## config.mk

```make
export PLATFORM = sky130hd
export DESIGN_NAME = mem_pattern_seq
export DESIGN_NICKNAME = d
export VERILOG_FILES = /design/src/rtl/mps_pkg.sv /design/src/rtl/mps_wait_sync.sv /design/src/rtl/mps_pattern_ram.sv /design/src/rtl/mps_seq_ctrl.sv /design/src/rtl/mem_pattern_seq.sv
export SDC_FILE = /design/constraint.sdc
export NUM_CORES = 1
export LEC_CHECK = 0
export ABC_AREA = 1
export BUFFER_PORTS_ARGS = -buffer_cell sky130_fd_sc_hd__buf_4
export CAP_MARGIN = 20
export CORE_UTILIZATION = 25
export DETAILED_ROUTE_END_ITERATION = 7
export GPL_ROUTABILITY_DRIVEN = 0
export PLACE_DENSITY = 0.36
export SLEW_MARGIN = 10
export SYNTH_ARGS = -nofsm -noshare
export SYNTH_HDL_FRONTEND = slang
export SYNTH_SLANG_ARGS = --single-unit
```

## constraint.sdc

```tcl
create_clock -name clk_i -period 2 [get_ports clk_i]
set_input_delay 0.1 -clock clk_i [delete_from_list [all_inputs] [get_ports clk_i]]
set_output_delay 0.1 -clock clk_i [all_outputs]
set_load 0.02 [all_outputs]
```

## src/rtl/mps_pkg.sv

```systemverilog
package mps_pkg;
  typedef enum logic [1:0] {
    ST_IDLE = 2'd0,
    ST_RUN  = 2'd1,
    ST_FRZ  = 2'd2,
    ST_DONE = 2'd3
  } seq_state_e;
endpackage

```

## src/rtl/mps_wait_sync.sv

```systemverilog
module mps_wait_sync #(
  parameter int unsigned STAGES = 2
) (
  input  logic clk_i,
  input  logic rst_ni,
  input  logic async_i,
  output logic sync_o
);
  logic [STAGES-1:0] chain_q;

  generate
    for (genvar i = 0; i < STAGES; i++) begin : g_stage
      if (i == 0) begin : g_first
        always_ff @(posedge clk_i or negedge rst_ni) begin
          if (!rst_ni) chain_q[i] <= 1'b0;
          else         chain_q[i] <= async_i;
        end
      end else begin : g_next
        always_ff @(posedge clk_i or negedge rst_ni) begin
          if (!rst_ni) chain_q[i] <= 1'b0;
          else         chain_q[i] <= chain_q[i-1];
        end
      end
    end
  endgenerate

  assign sync_o = chain_q[STAGES-1];
endmodule

```

## src/rtl/mps_pattern_ram.sv

```systemverilog
module mps_pattern_ram #(
  parameter int unsigned ADDR_W = 6,
  parameter int unsigned WORD_W = 10
) (
  input  logic              clk_i,
  input  logic              rst_ni,
  input  logic              we_i,
  input  logic [ADDR_W-1:0] waddr_i,
  input  logic [WORD_W-1:0] wdata_i,
  input  logic [ADDR_W-1:0] raddr_i,
  output logic [WORD_W-1:0] rdata_o
);
  localparam int unsigned DEPTH = 1 << ADDR_W;

  logic [WORD_W-1:0] mem_q [DEPTH];

  generate
    for (genvar e = 0; e < DEPTH; e++) begin : g_entry
      always_ff @(posedge clk_i or negedge rst_ni) begin
        if (!rst_ni)                                    mem_q[e] <= '0;
        else if (we_i && (waddr_i == ADDR_W'(e)))       mem_q[e] <= wdata_i;
      end
    end
  endgenerate

  assign rdata_o = mem_q[raddr_i];
endmodule

```

## src/rtl/mps_seq_ctrl.sv

```systemverilog
module mps_seq_ctrl
  import mps_pkg::*;
#(
  parameter int unsigned ADDR_W   = 6,
  parameter int unsigned STROBE_W = 8
) (
  input  logic                  clk_i,
  input  logic                  rst_ni,
  input  logic                  start_i,
  input  logic [ADDR_W-1:0]     start_addr_i,
  input  logic [STROBE_W+1:0]   word_i,
  input  logic                  wait_s_i,
  input  logic                  wait_mode_en_i,
  output logic [ADDR_W-1:0]     pos_o,
  output seq_state_e            state_o,
  output logic                  idle_o,
  output logic [STROBE_W-1:0]   strobe_o,
  output logic                  done_o
);
  localparam int unsigned WAIT_BIT = STROBE_W;
  localparam int unsigned LAST_BIT = STROBE_W + 1;

  seq_state_e        state_q, state_d;
  logic [ADDR_W-1:0] pos_q, pos_d;
  logic              wait_live;
  logic              hold_req;
  logic              is_last;

  assign wait_live = wait_mode_en_i & wait_s_i;
  assign hold_req  = word_i[WAIT_BIT] & wait_live;
  assign is_last   = word_i[LAST_BIT];

  always_comb begin
    state_d = state_q;
    pos_d   = pos_q;
    unique case (state_q)
      ST_IDLE: begin
        if (start_i) begin
          state_d = ST_RUN;
          pos_d   = start_addr_i;
        end
      end
      ST_RUN: begin
        if (hold_req)     state_d = ST_FRZ;
        else if (is_last) state_d = ST_DONE;
        else              pos_d   = pos_q + 1'b1;
      end
      ST_FRZ: begin
        if (!wait_live) begin
          if (is_last) state_d = ST_DONE;
          else begin
            state_d = ST_RUN;
            pos_d   = pos_q + 1'b1;
          end
        end
      end
      ST_DONE: state_d = ST_IDLE;
      default: state_d = ST_IDLE;
    endcase
  end

  always_ff @(posedge clk_i or negedge rst_ni) begin
    if (!rst_ni) begin
      state_q <= ST_IDLE;
      pos_q   <= '0;
    end else begin
      state_q <= state_d;
      pos_q   <= pos_d;
    end
  end

  assign pos_o    = pos_q;
  assign state_o  = state_q;
  assign idle_o   = (state_q == ST_IDLE);
  assign done_o   = (state_q == ST_DONE);
  assign strobe_o = ((state_q == ST_RUN) || (state_q == ST_FRZ)) ? word_i[STROBE_W-1:0]
                                                                 : '0;
endmodule

```

## src/rtl/mem_pattern_seq.sv

```systemverilog
module mem_pattern_seq
  import mps_pkg::*;
#(
  parameter int unsigned ADDR_W      = 6,
  parameter int unsigned STROBE_W    = 8,
  parameter int unsigned SYNC_STAGES = 2
) (
  input  logic                  clk_i,
  input  logic                  rst_ni,
  input  logic                  start_i,
  input  logic [ADDR_W-1:0]     start_addr_i,
  input  logic                  wr_en_i,
  input  logic [ADDR_W-1:0]     wr_addr_i,
  input  logic [STROBE_W+1:0]   wr_data_i,
  input  logic                  ext_wait_i,
  input  logic                  wait_mode_en_i,
  output logic [STROBE_W-1:0]   strobe_o,
  output logic                  done_o
);
  localparam int unsigned WORD_W = STROBE_W + 2;

  logic              wait_sync;
  logic              seq_idle;
  logic [ADDR_W-1:0] seq_pos;
  seq_state_e        seq_state;
  logic [WORD_W-1:0] cur_word;

  mps_wait_sync #(.STAGES(SYNC_STAGES)) u_sync (
    .clk_i   (clk_i),
    .rst_ni  (rst_ni),
    .async_i (ext_wait_i),
    .sync_o  (wait_sync)
  );

  mps_pattern_ram #(.ADDR_W(ADDR_W), .WORD_W(WORD_W)) u_ram (
    .clk_i   (clk_i),
    .rst_ni  (rst_ni),
    .we_i    (wr_en_i & seq_idle),
    .waddr_i (wr_addr_i),
    .wdata_i (wr_data_i),
    .raddr_i (seq_pos),
    .rdata_o (cur_word)
  );

  mps_seq_ctrl #(.ADDR_W(ADDR_W), .STROBE_W(STROBE_W)) u_ctrl (
    .clk_i          (clk_i),
    .rst_ni         (rst_ni),
    .start_i        (start_i),
    .start_addr_i   (start_addr_i),
    .word_i         (cur_word),
    .wait_s_i       (wait_sync),
    .wait_mode_en_i (wait_mode_en_i),
    .pos_o          (seq_pos),
    .state_o        (seq_state),
    .idle_o         (seq_idle),
    .strobe_o       (strobe_o),
    .done_o         (done_o)
  );
endmodule

```

==> results.md <==
| Step | Metric | Value |
|:---|:---|:---|
| sta | Setup clock skew after layout | 0.0270 ns |
| sta | Final-layout worst hold slack | 0.0764 ns |
| outcome | Result of the run | complete, but fails checks |
| sta | Unrepaired setup endpoints after global routing | true |
| sta | Post-layout min period | 3.09 ns |
| setup path | Path type of the worst setup path | register to primary output |
| logic synthesis | Warnings, synthesis | 0 |
| global routing | Pin count of the biggest net entering global routing | 100 |
| setup path | Reg2Reg Setup Slack | -0.57 ns |
| sta | Min setup slack post-route | -1.09 ns |
| floorplanning | Die height | 344 um |
| detailed routing | Count of TritonRoute iterations in the first routing pass | 6 |
| logic synthesis | Sequential share of the synthesized area | 55.5% |
| sta | Final setup violation count | 16 |
| cells and area | Fin nets | 3726 |
| clock network | Clk Latency, worst-skew pair | 0.65 ns |
| floorplanning | Die Area | 119000 um2 |
| global routing | Sum of overflow across all layers after global routing | 0 |
| logic synthesis | Top post-synthesis cells by area | sky130_fd_sc_hd__dfrtp_1 (55%), sky130_fd_sc_hd__o21ai_0 (15%), sky130_fd_sc_hd__nand2_1 (12%) |
| clock network | CTS clock-pin slew for the worst setup and hold paths | 0.06 ns |
| clock network | Master cell of the clock root buffer | sky130_fd_sc_hd__clkbuf_16 |
| clock network | Clk sinks | 650 |
| place | I/O Buffers | 36 |
| place | Hpwl dp | 73500 um |
| power and ir drop | Static Leak | 17.0 nW |
| sta | Final clock period utilization by the worst path | 154% |
| global routing | Vias in the first global route | 25192 |
| sta | Headroom to the max-slew limit | 45.8% |
| setup path | Reg-to-reg startpoint | u_ctrl.pos_o[0] |
| setup path | Critical path required time | 1.90 ns |
| global routing | Total global routing track utilization | 19.7% |
| detailed routing | Detailed-route via count | 25569 |
| sta | Transition time at the pin with the least slew margin | 0.810 ns |
| sta | Number of failing hold endpoints at the final stage | 0 |
| logic synthesis | Total nets after synthesis | 3555 |
| logic synthesis | Post-Synthesis Cells | 3522 |
| setup path | Kind of start point of the critical path | register |
| power and ir drop | Power after layout | 0.0575 W |
| clock network | Number of buffers created by CTS | 81 |
| clock network | Clock buffer depth | 3 |
| cells and area | Area growth syn-to-layout | 31.4% |
| sta | Total Negative Setup Slacks | -12.63 ns |
| detailed routing | Average routed wire per standard cell | 22.6 um |
| logic synthesis | #FFs+latches synth | 650 |
| setup path | CP endpoint kind | primary output |
| global routing | Number of antenna violations at the first check in global routing | 3 |
| setup path | R2R Path End | u_ctrl.pos_o[0] |
| global routing | First-pass GRT wire length | 174000 um |
| logic synthesis | Cell area after synthesis | 29300 um2 |
| place | Setup WS pre-CTS | -0.573 ns |
| detailed routing | Count of routing violations after the opening detailed-route iteration | 2067 |
| setup path | Count of cells along the worst register-to-register path | 16 |
| floorplanning | Site row count | 125 |
| detailed routing | Overall routed net length | 119000 um |
| floorplanning | Initial core utilization | 25.2% |
| place | Instance area after placement | 33800 um2 |
| sta | Max Transition Viols Final | 0 |
| logic synthesis | Cell variety after synth | 33 |
| outcome | Failing checks | negative setup slack |
| sta | Peak Freq | 324 MHz |
| clock network | TritonCTS clock tree | done |
| setup path | Worst path arrival time | 2.99 ns |
| logic synthesis | Cell taking the most area after synthesis | sky130_fd_sc_hd__dfrtp_1 |
| floorplanning | I/O pin total | 37 |
| logic synthesis | Average cell area after synthesis | 8.33 um2 |
| power and ir drop | Maximum resistive drop on vdd | 0.000703 V |
| floorplanning | Standard cell core area | 116000 um2 |
| cells and area | Summed area of non-filler cells in the final layout | 38500 um2 |
| power and ir drop | Power per unit of standard cell area | 1490 nW/um2 |
| setup path | Top fanout value on the critical path | 6 |
| worst hold path | Type of the worst min-delay path | input port to asynchronous set/reset pin |
| detailed routing | Post-DRT Antenna Nets | 0 |
| detailed routing | Via-to-Cell Ratio | 4.84 |
| cells and area | Fraction of final layout cells with drive strength greater than 1 | 18.0% |
| logic synthesis | Post-synth top area share | 55.5% |
| clock network | Number of levels in the clock H-tree | 3 |
| floorplanning | Chip width | 344 um |
| flow run | Maximum Capacitance Violations | 0 |
| detailed routing | DRC errors left | 0 |
[cells in the final DEF, fill, tap and decap left out, types with 21 or more instances in the layout]
cell and count:
sky130_fd_sc_hd__nand2_1 891, sky130_fd_sc_hd__o21ai_0 824, sky130_fd_sc_hd__dfrtp_1 647, sky130_fd_sc_hd__nor2_1 308
sky130_fd_sc_hd__buf_4 210, sky130_fd_sc_hd__buf_12 121, sky130_fd_sc_hd__clkbuf_16 95, sky130_fd_sc_hd__o21ai_1 91
sky130_fd_sc_hd__nand3_1 73, sky130_fd_sc_hd__o22ai_1 69, sky130_fd_sc_hd__o221ai_1 40, sky130_fd_sc_hd__inv_1 36
sky130_fd_sc_hd__nand3_2 35, sky130_fd_sc_hd__buf_6 26, sky130_fd_sc_hd__o211ai_1 22, sky130_fd_sc_hd__clkbuf_8 21
[sequential cells by signal, summed over array words and instances, names as in the netlist]
signal / flops
u_sync.sync_o: 1
u_ctrl.state_o: 2
u_ram.mem_q: 640
u_sync.chain_q: 1
u_ctrl.pos_o: 6
[Yosys cell counts]
cell	number
sky130_fd_sc_hd__buf_4	12
sky130_fd_sc_hd__clkinv_1	11
sky130_fd_sc_hd__nor3_1	1
sky130_fd_sc_hd__or2_2	1
sky130_fd_sc_hd__nand3_2	1
sky130_fd_sc_hd__nand4_1	14
sky130_fd_sc_hd__a21oi_1	34
sky130_fd_sc_hd__nand3_4	1
sky130_fd_sc_hd__inv_1	40
sky130_fd_sc_hd__o221ai_1	51
sky130_fd_sc_hd__o22ai_1	77
sky130_fd_sc_hd__nand3_1	113
sky130_fd_sc_hd__o21ai_1	51
sky130_fd_sc_hd__o21ai_0	879
sky130_fd_sc_hd__buf_2	42
sky130_fd_sc_hd__nor3_2	5
sky130_fd_sc_hd__inv_2	3
sky130_fd_sc_hd__clkbuf_1	251
sky130_fd_sc_hd__ha_1	5
sky130_fd_sc_hd__o31a_1	1
sky130_fd_sc_hd__nand2_4	1
sky130_fd_sc_hd__nand2_2	4
sky130_fd_sc_hd__a21oi_4	1
sky130_fd_sc_hd__clkbuf_2	2
sky130_fd_sc_hd__o31ai_1	1
sky130_fd_sc_hd__o21ai_2	2
sky130_fd_sc_hd__nor2_1	321
sky130_fd_sc_hd__o211ai_1	22
sky130_fd_sc_hd__a221oi_1	2
sky130_fd_sc_hd__buf_6	14
sky130_fd_sc_hd__nand2_1	905
sky130_fd_sc_hd__buf_1	4
sky130_fd_sc_hd__dfrtp_1	650
[how the worst max path moves through the flow]
stage | from | slack, ns | to | cells past startpoint
after floorplan | u_ctrl.pos_o[0] | 0.05 | strobe_o[4] | 11
after global placement | u_ctrl.pos_o[1] | -0.63 | strobe_o[1] | 11
after detailed placement | u_ctrl.pos_o[0] | -0.57 | strobe_o[3] | 11
after CTS | u_ctrl.pos_o[0] | -1.22 | strobe_o[7] | 12
after global routing | u_ctrl.pos_o[0] | -1.18 | strobe_o[7] | 12
final | u_ctrl.pos_o[0] | -1.09 | strobe_o[7] | 13
[cell families after synthesis]
logic type	after synthesis	synth area share, %
AO/OA/AOI/OAI	1121	20.4
AND/OR/NAND/NOR	1367	18.3
flip-flops	650	55.5
buffers and inverters	379	5.55
adder cells (fa/ha/maj)	5	0.213
[per-stage QoR]
step                util, %  instances
finish                 33.2       5285
global route           33.2       5282
CTS                    32.1       5245
detailed placement     29.1       5064
global placement       29.1       5064
floorplan                 -       3522
[per-layer routing]
| layer | share of wire, % | vias up | global-route usage, % |
|---|---|---|---|
| li1 | - | 12200 | - |
| met1 | 48 | 12626 | 28.4 |
| met2 | 45 | 597 | 30.6 |
| met3 | 4.4 | 146 | 2.81 |
| met4 | 2.6 | 0 | 5.55 |
| met5 | 0 | - | 0 |
[report_power, final]
part           switching [W]  internal [W]  total, W
combinational         0.0153        0.0109    0.0262
sequential           0.00125        0.0152    0.0164
clock                0.00611       0.00879    0.0149
total                 0.0226        0.0349    0.0575
[timing repair]
item / CTS / global route
endpoints found under the setup margin: 66 / 240
cloned: 6 / 19
resized for setup: 86 / 179
hold endpoints to repair: 733 / 0
setup buffers: 7 / 29
pin swaps: 24 / 91
hold buffers: 20 / 0
[layout make-up]
type,count,area (um2)
tap,1524,1910
clock inverter,28,294
timing repair inverter,2,25.0
fill,12160,77700
multi-input combinational,2493,12100
antenna,3,7.51
inverter,54,241
clock buffer,120,2380
sequential,650,16300
timing repair buffer,411,5310
[critical path: stages (launching register included)]
cell                        delay (ns)
sky130_fd_sc_hd__dfrtp_4          0.54
sky130_fd_sc_hd__buf_12           0.16
sky130_fd_sc_hd__clkinv_16        0.07
sky130_fd_sc_hd__buf_12           0.12
sky130_fd_sc_hd__buf_16           0.13
sky130_fd_sc_hd__buf_8            0.12
sky130_fd_sc_hd__buf_4            0.12
sky130_fd_sc_hd__nor2_1           0.04
sky130_fd_sc_hd__o22ai_2          0.16
sky130_fd_sc_hd__nand2_1          0.07
sky130_fd_sc_hd__nand4_1          0.25
sky130_fd_sc_hd__nand3_2          0.15
sky130_fd_sc_hd__a21oi_4          0.24
sky130_fd_sc_hd__buf_6            0.15
No activity file was read; power rests on OpenSTA's default activity.
